--- config.mk ---
export PLATFORM = sky130hd
export DESIGN_NAME = wait_state_gen
export DESIGN_NICKNAME = d
export VERILOG_FILES = /design/src/rtl/ws_pkg.sv /design/src/rtl/ws_regs.sv /design/src/rtl/ws_region_sel.sv /design/src/rtl/ws_scale.sv /design/src/rtl/ws_counter.sv /design/src/rtl/wait_state_gen.sv
export SDC_FILE = /design/constraint.sdc
export NUM_CORES = 1
export LEC_CHECK = 0
export ABC_CLOCK_PERIOD_IN_PS = 1900
export BUFFER_PORTS_ARGS = -buffer_cell sky130_fd_sc_hd__buf_2
export CORE_MARGIN = 2
export CORE_UTILIZATION = 35
export CTS_CLUSTER_SIZE = 25
export DETAILED_ROUTE_END_ITERATION = 10
export PLACE_DENSITY = 0.77
export SYNTH_ARGS = -nofsm -noshare
export SYNTH_HDL_FRONTEND = slang
export SYNTH_HIERARCHICAL = 1
export SYNTH_SLANG_ARGS = --single-unit
--- constraint.sdc ---
create_clock -name clk -period 1.9 [get_ports clk]
set_input_delay 0 -clock clk [delete_from_list [all_inputs] [get_ports clk]]
set_output_delay 0 -clock clk [all_outputs]
set_load 0.005 [all_outputs]
--- src/rtl/ws_pkg.sv ---
`timescale 1ns/1ps
package ws_pkg;

  typedef enum logic [1:0] {
    SP_PROG = 2'd0,
    SP_DATA = 2'd1,
    SP_IO   = 2'd2,
    SP_RSVD = 2'd3
  } space_e;

  // Field slots inside the timing register, lowest first.
  localparam int NUM_FIELDS = 5;
  localparam int F_PLO = 0;
  localparam int F_PHI = 1;
  localparam int F_DLO = 2;
  localparam int F_DHI = 3;
  localparam int F_IO  = 4;

endpackage

--- src/rtl/ws_regs.sv ---
`timescale 1ns/1ps
module ws_regs #(
  parameter int          REG_W    = 16,
  parameter int          CNT_W    = 3,
  parameter int          RA_W     = 8,
  parameter logic [7:0]  WSR_ADDR = 8'h28,
  parameter logic [7:0]  CTL_ADDR = 8'h29
) (
  input  logic                                       clk,
  input  logic                                       rst_n,
  input  logic                                       we,
  input  logic [RA_W-1:0]                            addr,
  input  logic [REG_W-1:0]                           wdata,
  output logic [REG_W-1:0]                           rdata,
  output logic [ws_pkg::NUM_FIELDS-1:0][CNT_W-1:0]   fields,
  output logic                                       xmode,
  output logic                                       mult
);
  import ws_pkg::*;

  localparam int XBIT = REG_W - 1;
  localparam logic [REG_W-1:0] WSR_RST = {1'b0, {(REG_W-1){1'b1}}};

  logic [REG_W-1:0] wsr_q, wsr_d;
  logic             mult_q, mult_d;
  logic             wsr_hit, ctl_hit;
  logic             wsr_en, ctl_en;

  assign wsr_hit = (addr == WSR_ADDR[RA_W-1:0]);
  assign ctl_hit = (addr == CTL_ADDR[RA_W-1:0]);
  assign wsr_en  = we & wsr_hit;
  assign ctl_en  = we & ctl_hit;

  always_comb begin
    wsr_d  = wdata;
    mult_d = wdata[0];
  end

  always_ff @(posedge clk or negedge rst_n) begin
    if (!rst_n) begin
      wsr_q <= WSR_RST;
    end else if (wsr_en) begin
      wsr_q <= wsr_d;
    end
  end

  always_ff @(posedge clk or negedge rst_n) begin
    if (!rst_n) begin
      mult_q <= 1'b0;
    end else if (ctl_en) begin
      mult_q <= mult_d;
    end
  end

  always_comb begin
    rdata = '0;
    if (wsr_hit) begin
      rdata = wsr_q;
    end else if (ctl_hit) begin
      rdata[0] = mult_q;
    end
  end

  for (genvar gi = 0; gi < NUM_FIELDS; gi++) begin : g_field
    assign fields[gi] = wsr_q[gi*CNT_W +: CNT_W];
  end

  assign xmode = wsr_q[XBIT];
  assign mult  = mult_q;

endmodule

--- src/rtl/ws_region_sel.sv ---
`timescale 1ns/1ps
module ws_region_sel #(
  parameter int ADDR_W   = 23,
  parameter int CNT_W    = 3,
  parameter int PAGE_BIT = 15
) (
  input  logic [1:0]                                 space,
  input  logic [ADDR_W-1:0]                          addr,
  input  logic                                       xmode,
  input  logic [ws_pkg::NUM_FIELDS-1:0][CNT_W-1:0]   fields,
  output logic [CNT_W-1:0]                           base
);
  import ws_pkg::*;

  localparam int EXT_BIT = ADDR_W - 1;

  logic prog_hi;
  logic half_hi;
  logic unused_addr_bits;

  assign half_hi = addr[PAGE_BIT];
  assign prog_hi = xmode ? addr[EXT_BIT] : addr[PAGE_BIT];
  assign unused_addr_bits = ^{addr[EXT_BIT-1:PAGE_BIT+1], addr[PAGE_BIT-1:0]};

  always_comb begin
    unique case (space_e'(space))
      SP_PROG: base = prog_hi ? fields[F_PHI] : fields[F_PLO];
      SP_DATA: base = half_hi ? fields[F_DHI] : fields[F_DLO];
      default: base = fields[F_IO];
    endcase
  end

endmodule

--- src/rtl/ws_scale.sv ---
`timescale 1ns/1ps
module ws_scale #(
  parameter int CNT_W = 3
) (
  input  logic [CNT_W-1:0] base,
  input  logic             mult,
  output logic [CNT_W:0]   count
);
  always_comb begin
    if (mult) begin
      count = {base, 1'b0};
    end else begin
      count = {1'b0, base};
    end
  end
endmodule

--- src/rtl/ws_counter.sv ---
`timescale 1ns/1ps
module ws_counter #(
  parameter int W = 4
) (
  input  logic         clk,
  input  logic         rst_n,
  input  logic         req,
  input  logic [W-1:0] count,
  output logic         ready,
  output logic         busy
);
  localparam logic [W-1:0] ONE = W'(1);

  logic [W-1:0] cnt_q, cnt_d;
  logic         start, cnt_en, zero_req;

  assign busy     = (cnt_q != '0);
  assign start    = req & ~busy;
  assign zero_req = start & (count == '0);
  assign cnt_en   = start | busy;

  always_comb begin
    if (start) begin
      cnt_d = count;
    end else begin
      cnt_d = cnt_q - ONE;
    end
  end

  always_ff @(posedge clk or negedge rst_n) begin
    if (!rst_n) begin
      cnt_q <= '0;
    end else if (cnt_en) begin
      cnt_q <= cnt_d;
    end
  end

  assign ready = zero_req | (cnt_q == ONE);

endmodule

--- src/rtl/wait_state_gen.sv ---
`timescale 1ns/1ps
module wait_state_gen #(
  parameter int          ADDR_W   = 23,
  parameter int          REG_W    = 16,
  parameter int          CNT_W    = 3,
  parameter int          RA_W     = 8,
  parameter int          PAGE_BIT = 15,
  parameter logic [7:0]  WSR_ADDR = 8'h28,
  parameter logic [7:0]  CTL_ADDR = 8'h29
) (
  input  logic              clk,
  input  logic              rst_n,
  input  logic              reg_we,
  input  logic [RA_W-1:0]   reg_addr,
  input  logic [REG_W-1:0]  reg_wdata,
  output logic [REG_W-1:0]  reg_rdata,
  input  logic              acc_req,
  input  logic [1:0]        acc_space,
  input  logic [ADDR_W-1:0] acc_addr,
  output logic              acc_ready,
  output logic              acc_busy
);
  import ws_pkg::*;

  localparam int TOT_W = CNT_W + 1;

  logic [NUM_FIELDS-1:0][CNT_W-1:0] fields;
  logic                             xmode;
  logic                             mult;
  logic [CNT_W-1:0]                 base;
  logic [TOT_W-1:0]                 count;

  ws_regs #(
    .REG_W(REG_W), .CNT_W(CNT_W), .RA_W(RA_W),
    .WSR_ADDR(WSR_ADDR), .CTL_ADDR(CTL_ADDR)
  ) u_regs (
    .clk(clk), .rst_n(rst_n), .we(reg_we), .addr(reg_addr),
    .wdata(reg_wdata), .rdata(reg_rdata), .fields(fields),
    .xmode(xmode), .mult(mult)
  );

  ws_region_sel #(
    .ADDR_W(ADDR_W), .CNT_W(CNT_W), .PAGE_BIT(PAGE_BIT)
  ) u_sel (
    .space(acc_space), .addr(acc_addr), .xmode(xmode),
    .fields(fields), .base(base)
  );

  ws_scale #(.CNT_W(CNT_W)) u_scale (
    .base(base), .mult(mult), .count(count)
  );

  ws_counter #(.W(TOT_W)) u_cnt (
    .clk(clk), .rst_n(rst_n), .req(acc_req), .count(count),
    .ready(acc_ready), .busy(acc_busy)
  );

endmodule

# Word-level counts from Yosys, hierarchy flattened
# Cells that the tools add are included.
# Widths: inputs -> output; s select.
[op_classes]
shifts = 0
multipliers = 0
magnitude_cmp = 0
bitwise_logic = 7
n_eq_ne = 4
n_mux = 9
reduce_logical = 3
add_sub_neg = 1
div = 0
[ops]
columns = ["cell", "n"]
rows = [
  ["$eq 8x6->1 const B", 2],
  ["$mux 15", 1],
  ["$mux 4", 2],
  ["$mux 3", 2],
  ["$pmux 3 s2", 1],
  ["$and 1x1->1", 4],
  ["$eq 4x1->1 const B", 1],
  ["$logic_not 4->1", 1],
  ["$reduce_bool 4->1", 1],
  ["$sub 4x1->4 const B", 1],
  ["$mux 1", 3],
  ["$eq 2x1->1 const B", 1],
  ["$logic_not 2->1", 1],
  ["$or 1x1->1", 2],
  ["$not 1->1", 1],
]
[totals]
out_inout_bits = 18
latchBits = 0
word_cells = 27
ff_bits = 21
ramBits = 0
mem_bits_ro = 0
mem_count = 0
in_bits = 53

# Logic depth before layout (Yosys ltp)
# Gate-level depths: netlist of the first run.
[depth]
ltp_word = 7
depth_mapped = 7
depth_no_buf = 7

# Cells and area by module
# Netlist of the first run, hierarchy kept.
[modules_own_cells]
columns = ["mod", "area_each_um2", "instances", "cells_each"]
rows = [
  ["ws_regs", 879.6, 1, 59],
  ["ws_counter", 287.8, 1, 31],
  ["ws_region_sel", 148.9, 1, 17],
  ["ws_scale", 38.8, 1, 4],
]

# Worst setup path before layout of the first run
# No wires, ideal clock.
[synth_path]
kind = "flip-flop to output port"
from = "register u_regs.wsr_q[15]"
to = "output acc_ready"
stages_incl_launch_ff = 8
t_arrival_ns = 1.826
slack_ns = 0.074
path_cell_list = "dfrtp_1 > mux2i_4 > mux2i_1 > o221ai_1 > mux2_2 > nor4b_1 > a31oi_1 > nor3_1"
[synth_between]
elab_chain_cells = 7
[synth_rtl]
columns = ["element", "line", "source"]
rows = [
  ["from (decl)", "ws_regs.sv:24", "logic [REG_W-1:0] wsr_q, wsr_d;"],
  ["from (signal assigned)", "ws_regs.sv:43", "wsr_q <= wsr_d;"],
  ["$mux 1", "ws_region_sel.sv:22", "assign prog_hi = xmode ? addr[EXT_BIT] : addr[PAGE_BIT];"],
  ["$mux 3", "ws_region_sel.sv:27", "SP_PROG: base = prog_hi ? fields[F_PHI] : fields[F_PLO];"],
  ["$pmux 3 s2", "ws_region_sel.sv:26", "unique case (space_e'(space))"],
  ["via base[1]", "wait_state_gen.sv:30", "logic [CNT_W-1:0] base;"],
  ["$mux 4", "ws_scale.sv:10", "if (mult) begin"],
  ["via count[1]", "wait_state_gen.sv:31", "logic [TOT_W-1:0] count;"],
  ["$logic_not 4->1", "ws_counter.sv:19", "assign zero_req = start & (count == '0);"],
  ["$and 1x1->1", "ws_counter.sv:19", ""],
  ["$or 1x1->1", "ws_counter.sv:38", "assign ready = zero_req | (cnt_q == ONE);"],
  ["to (decl)", "wait_state_gen.sv:20", "output logic acc_ready,"],
]
# The timed path passes the listed nets, and every way through them passes these cells.

# Worst setup path in the final report of the first run
# Ends and elaborated chain as after synthesis.

==> flow_summary_export.csv, run 1 <==
group,metric,value,unit
global_route,grt_overflow,0,
power_and_ir_drop,combPwrFrac,29.5,%
placed_design,dp_hpwl,2260,microns
floorplan,io_pins,71,
timing,finalCritPeriodShare,123,%
yosys,yosysSeqAreaShare,40.2,%
timing,hold_ws,0.0802,ns
worst_setup_path,worstPathRequired,1.90,ns
yosys,yosysWarnings,6,
detailed_routing,vias,1131,
timing,drv_slew,0,
clock_network,worstSkewPairLatency,0.26,ns
clock_network,numCtsBuffers,3,
power_and_ir_drop,swShare,30.0,%
clock_network,htreeDepth,1,
floorplan,core_area,3690,sq um
worst_setup_path,r2r_end,"u_cnt/cnt_q[1]",
floorplan,die_h,66.2,microns
worst_setup_path,worst_r2r_path_depth,7,
timing,worst_slack,-0.443,ns
global_route,grt_pass1_wl,4770,microns
clock_network,cts.clk_slew.worst_paths,0.08,ns
yosys,syn-instance-count,111,
worst_setup_path,cp_cell_sequence,"mux2i_4 > mux2i_1 > o221ai_2 > mux2_2 > nor4b_2 > a31oi_1 > nor3_1 > buf_2",
timing,finClkSkew,0.00273,ns
power_and_ir_drop,p_seq_share,47.2,%
timing,tightest_slew,0.482,ns
yosys,synthTopCellsByArea,"dfstp_2, dfrtp_1, mux2_4",
worst_setup_path,rrSetupSlack,0.07,ns
worst_setup_path,crit_type,"flip-flop to output port",
detailed_routing,wl,3130,microns
layout,insertedDiodeCount,0,
worst_setup_path,arrival,2.34,ns
yosys,async_reset_ff_share,100,%
timing,fmaxAchievable,0.427,GHz
min_path,whs_path_depth,3,
detailed_routing,via_per_inst,4.90,
detailed_routing,drtAntennaViolNets,0,
floorplan,die_area,4390,sq um
yosys,synth-main-ff-cell,"dfstp_2",
timing,tns,-0.443,ns
yosys,synth.distinct_cells,40,
timing,period_needed,2.34,ns
worst_setup_path,crit_fanout,3,
detailed_routing,route.detailed.drc,0,
power_and_ir_drop,internal-power,882,uW
min_path,min_to,"u_cnt/cnt_q[2]",
timing,setup_violations,1,
worst_setup_path,rr_startpoint,"u_regs/wsr_q[15]",
status,status,"finished with violations",
timing,slew_headroom,67.9,%
global_route,grt_pass1_vias,1067,
layout,layout-drive-gt1-share,56.8,%
status,violations,"setup timing",
global_route,antenna_found_initial,0,
global_route,grt_max_degree,22,
power_and_ir_drop,peakVddDrop,0.403,mV
placed_design,io_buffers,49,
yosys,synth_area,1360,sq um
layout,fin_nets,240,
timing,final-hold-violation-count,0,
floorplan,initial_core_util,36.7,%
timing,rsz0062_at_grt,"yes",
placed_design,place_congestion,0.776,
yosys,synth_top_cell_by_area,"dfstp_2",
worst_setup_path,critPathLaunchType,"flip-flop",
power_and_ir_drop,clkPwrFrac,23.3,%
power_and_ir_drop,p_sw,378,uW
yosys,synth_nets,167,
clock_network,clockBufferDepth,2,
floorplan,die_x,66.2,microns
yosys,synth_seq_cells,21,
min_path,min_from,"acc_req",
yosys,post-synth-top-area-fraction,29.1,%
floorplan,num_rows,22,
clock_network,root_buffer,"clkbuf_8",
power_and_ir_drop,powerDensity,662,nW/um^2
clock_network,clock_sinks,21,
min_path,hold_path_class,"input pin to flip-flop",
placed_design,post-place-ws,-0.174,ns
worst_setup_path,timing.critical_path.slowest_cell_delay,0.40,ns
global_route,grt_usage,14.5,%
power_and_ir_drop,cellLeakagePower,0.000977,uW
detailed_routing,drt_pre_antenna_iters,5,
yosys,syn_avg_cell_area,12.2,sq um
worst_setup_path,cp_slowest_cell,"dfrtp_1",
yosys,synth_edf_count,0,
detailed_routing,drtIter0Drc,33,
worst_setup_path,cp-end-kind,"output port",
flow_run,maxCapViolations,0,
clock_network,cts_tree,"yes",
layout,area_delta_synth_final,40.5,%
detailed_routing,post_drt_wl_per_cell,13.5,microns
==> state kept, by name, summed over array words and instances, names as in the netlist <==
| register | flops |
|---|---|
| u_cnt/cnt_q | 4 |
| u_regs/mult | 1 |
| u_regs/wsr_q | 16 |
==> synthesized netlist by cell type (2+ instances only) <==
cell type / number
a21oi_1: 4
and3_1: 15
buf_6: 2
clkbuf_1: 2
dfrtp_1: 6
dfstp_2: 15
ha_1: 3
inv_1: 5
mux2_2: 9
mux2_4: 10
mux2i_1: 5
nand2_1: 3
nor2_1: 3
nor4b_4: 2
o221ai_1: 2
==> critical path, delay by kind of cell (launching register included) <==
kind / cells / cell delay [ns]
mux: 3 / 0.82
simple gates: 2 / 0.48
flops: 1 / 0.40
compound gates: 2 / 0.23
buf+inv: 1 / 0.15
==> routing by layer <==
metal | track usage [%] | part of all wire, % | vias to the layer above
met5 | 0 | 0 | -
met4 | 5.36 | 0.99 | 0
met3 | 2.90 | 5.5 | 4
met2 | 24.9 | 49 | 36
met1 | 18.0 | 45 | 537
li1 | - | - | 554
==> cell families after synthesis <==
logic type / count (synthesis) / share of synthesized area (%)
adder cells (fa/ha/maj): 3 / 2.77
AND/OR/NAND/NOR: 36 / 19.9
flip-flops: 21 / 40.2
XOR/XNOR: 1 / 0.646
buffers and inverters: 9 / 3.60
multiplexers: 25 / 23.9
AO/OA/AOI/OAI: 16 / 9.05
==> worst max-delay path by stage <==
| stage | startpoint | to | slack (ns) | cells past startpoint |
|---|---|---|---|---|
| 6_report | u_regs/wsr_q[15] | acc_ready | -0.44 | 8 |
| 5_1_grt | u_regs/wsr_q[15] | acc_ready | -0.54 | 8 |
| 4_1_cts | u_regs/wsr_q[15] | acc_ready | -0.42 | 8 |
| 3_5_place_dp | u_regs/wsr_q[15] | acc_ready | -0.17 | 8 |
| 3_3_place_gp | u_regs/wsr_q[15] | acc_ready | -0.16 | 8 |
| 2_1_floorplan | u_regs/wsr_q[15] | acc_ready | 0.07 | 7 |
==> stage by stage <==
step / power (uW) / utilization [%] / std cells / instance area [sq um]
global placement: 938 / 45.2 / 209 / 1670
floorplan: 836 / - / 111 / 1360
finish: 1260 / 51.6 / 231 / 1900
global route: 1350 / 51.6 / 231 / 1900
detailed placement: 942 / 45.2 / 209 / 1670
CTS: 1270 / 51.4 / 231 / 1900
==> repair_timing <==
item / CTS / global route
endpoints found under the setup margin: 1 / 3
endpoints found under the hold margin: 23 / 0
gates resized for setup: 1 / 2
hold buffers: 17 / 0
buffers inserted: 1 / 0
pin swaps: 0 / 4
==> final cells by class <==
cell class / count / area (sq um)
multi-input combinational: 81 / 776
timing repair buffer: 72 / 460
clock buffer: 4 / 45.0
sequential: 21 / 544
tap: 48 / 60.1
inverter: 5 / 18.8
fill: 338 / 1780
==> power by group through the flow <==
stage / Sequential, uW / Clock, uW / Combinational [uW]
after global placement: 601 / 0 / 337
after CTS: 595 / 302 / 373
after floorplan: 584 / 0 / 252
after global routing: 604 / 320 / 423
after detailed placement: 601 / 0 / 341
final: 595 / 294 / 371
==> placed cells by master (no fill, tap or decap), types with 2 or more instances in the layout <==
master / instances
dfrtp_1: 6
buf_2: 49
nor2_1: 3
dlygate4sd3_1: 17
buf_4: 6
dfstp_2: 15
clkbuf_8: 3
mux2_4: 10
mux2_2: 9
and3_1: 15
mux2i_1: 5
ha_1: 3
nand2_1: 3
inv_1: 5
a21oi_1: 4
nor4b_4: 2
Power figures use the tool's default switching activity.
==> run 2, diff against run 1 <==
- PLACE_DENSITY: 0.77 -> 0.61
==> flow_summary_export.csv, run 2 (synthesis gave the netlist of run 1 again) <==
group,metric,value,unit
worst_setup_path,rrSetupSlack,0.01,ns
layout,layout_common_cells,"buf_2, dlygate4sd3_1, and3_1, dfstp_2, mux2_4",
timing,hold_ws,0.0681,ns
status,violations,"setup timing",
floorplan,die_area,4390,sq um
power_and_ir_drop,power,1270,uW
global_route,grt_max_degree,22,
worst_setup_path,arrival,2.30,ns
timing,finalCritPeriodShare,121,%
worst_setup_path,crit_type,"flip-flop to output port",
detailed_routing,wl,3140,microns
timing,drv_slew,0,
min_path,whs_path_depth,3,
clock_network,clock_sinks,21,
power_and_ir_drop,powerDensity,667,nW/um^2
global_route,grt_usage,14.9,%
clock_network,cts.clk_slew.worst_paths,0.08,ns
worst_setup_path,rr_startpoint,"u_regs/wsr_q[15]",
detailed_routing,drtAntennaViolNets,0,
worst_setup_path,crit_fanout,3,
clock_network,htreeDepth,1,
placed_design,placed_area,1660,sq um
min_path,min_from,"acc_req",
layout,fin_nets,240,
detailed_routing,drtIter0Drc,46,
floorplan,initial_core_util,36.7,%
detailed_routing,via_per_inst,4.77,
timing,tns,-0.404,ns
clock_network,cts_tree,"yes",
detailed_routing,route.detailed.drc,0,
floorplan,die_x,66.2,microns
timing,setup_violations,1,
clock_network,clockBufferDepth,2,
detailed_routing,vias,1101,
layout,final_cell_area,1900,sq um
placed_design,place_congestion,0.811,
min_path,min_to,"u_cnt/cnt_q[2]",
layout,layout_commonest_cell,"buf_2",
timing,fmaxAchievable,0.434,GHz
timing,slew_headroom,70.3,%
power_and_ir_drop,peakVddDrop,0.256,mV
clock_network,root_buffer,"clkbuf_8",
worst_setup_path,worst_r2r_path_depth,8,
layout,area_delta_synth_final,40.4,%
timing,finClkSkew,0.00357,ns
layout,largest_register_ff_count,16,
placed_design,dp_hpwl,2310,microns
placed_design,io_buffers,49,
timing,period_needed,2.30,ns
status,status,"finished with violations",
floorplan,core_area,3690,sq um
power_and_ir_drop,cellLeakagePower,0.000978,uW
layout,insertedDiodeCount,0,
min_path,hold_path_class,"input pin to flip-flop",
timing,tightest_slew,0.446,ns
detailed_routing,drt_pre_antenna_iters,4,
clock_network,worstSkewPairLatency,0.26,ns
floorplan,io_pins,71,
worst_setup_path,r2r_end,"u_cnt/cnt_q[3]",
worst_setup_path,critPathLaunchType,"flip-flop",
clock_network,numCtsBuffers,3,
global_route,antenna_found_initial,0,
floorplan,num_rows,22,
worst_setup_path,worstPathRequired,1.90,ns
timing,final-hold-violation-count,0,
timing,worst_slack,-0.404,ns
global_route,grt_pass1_wl,5080,microns
layout,n_fill_cell,333,
global_route,grt_pass1_vias,1181,
layout,regMostFlops,"u_regs/wsr_q",
flow_run,maxCapViolations,0,
layout,layout-drive-gt1-share,57.4,%
timing,rsz0062_at_grt,"yes",
floorplan,die_h,66.2,microns
global_route,grt_overflow,0,
detailed_routing,post_drt_wl_per_cell,13.6,microns
worst_setup_path,cp-end-kind,"output port",
[run 2: power by group]
group	internal (uW)	total (uW)	switching (uW)
registers	525	597	72.3
clock network	146	294	147
logic	210	378	168
total	881	1270	388
[run 2: timing repair]
action | 4_1_cts | 5_1_grt
pin swaps | 2 | 0
resized for setup | 1 | 1
gates cloned | 0 | 0
hold endpoints to repair | 23 | 0
buffers inserted | 2 | 0
hold buffers | 17 | 0
endpoints found under the setup margin | 3 | 4
[run 2: layout make-up]
| class | count | area (sq um) | share of cell area, % |
|---|---|---|---|
| timing repair buffer | 72 | 460 | 24.2 |
| sequential | 21 | 544 | 28.6 |
| inverter | 5 | 18.8 | 0.987 |
| multi-input combinational | 81 | 772 | 40.6 |
| tap | 48 | 60.1 | 3.16 |
| clock buffer | 3 | 41.3 | 2.17 |
| clock inverter | 1 | 5.00 | 0.263 |
[run 2: critical path: stages, from the launching register on]
cell and delay [ns]:
dfrtp_1 0.41, mux2i_4 0.30, mux2i_1 0.24, o221ai_1 0.14, mux2_2 0.30, nor4b_2 0.27
a31oi_1 0.12, nor3_1 0.13, buf_2 0.14
[run 2: metal layers]
metal	part of all wire, %	global-route usage (%)	vias up
met5	0	0	-
met4	0.54	3.06	0
met3	4.3	2.56	3
met2	53	28.7	29
met1	42	16.9	516
li1	-	-	553
[run 2: per-stage QoR]
step / util [%] / instances / worst slack [ns]
after CTS: 51.5 / 231 / -0.429
after floorplan: - / 111 / 0.0739
final: 51.6 / 231 / -0.404
after detailed placement: 45.0 / 208 / -0.220
after global routing: 51.6 / 231 / -0.563
after global placement: 45.0 / 208 / -0.106
[run 2: worst max-delay path by stage]
stage	start	to	slack, ns	cells past startpoint
global placement	u_regs/wsr_q[15]	acc_ready	-0.11	8
floorplan	u_regs/wsr_q[15]	acc_ready	0.07	7
CTS	u_regs/wsr_q[15]	acc_ready	-0.43	8
finish	u_regs/wsr_q[15]	acc_ready	-0.40	8
detailed placement	u_regs/wsr_q[15]	acc_ready	-0.22	8
global route	u_regs/wsr_q[15]	acc_ready	-0.56	8
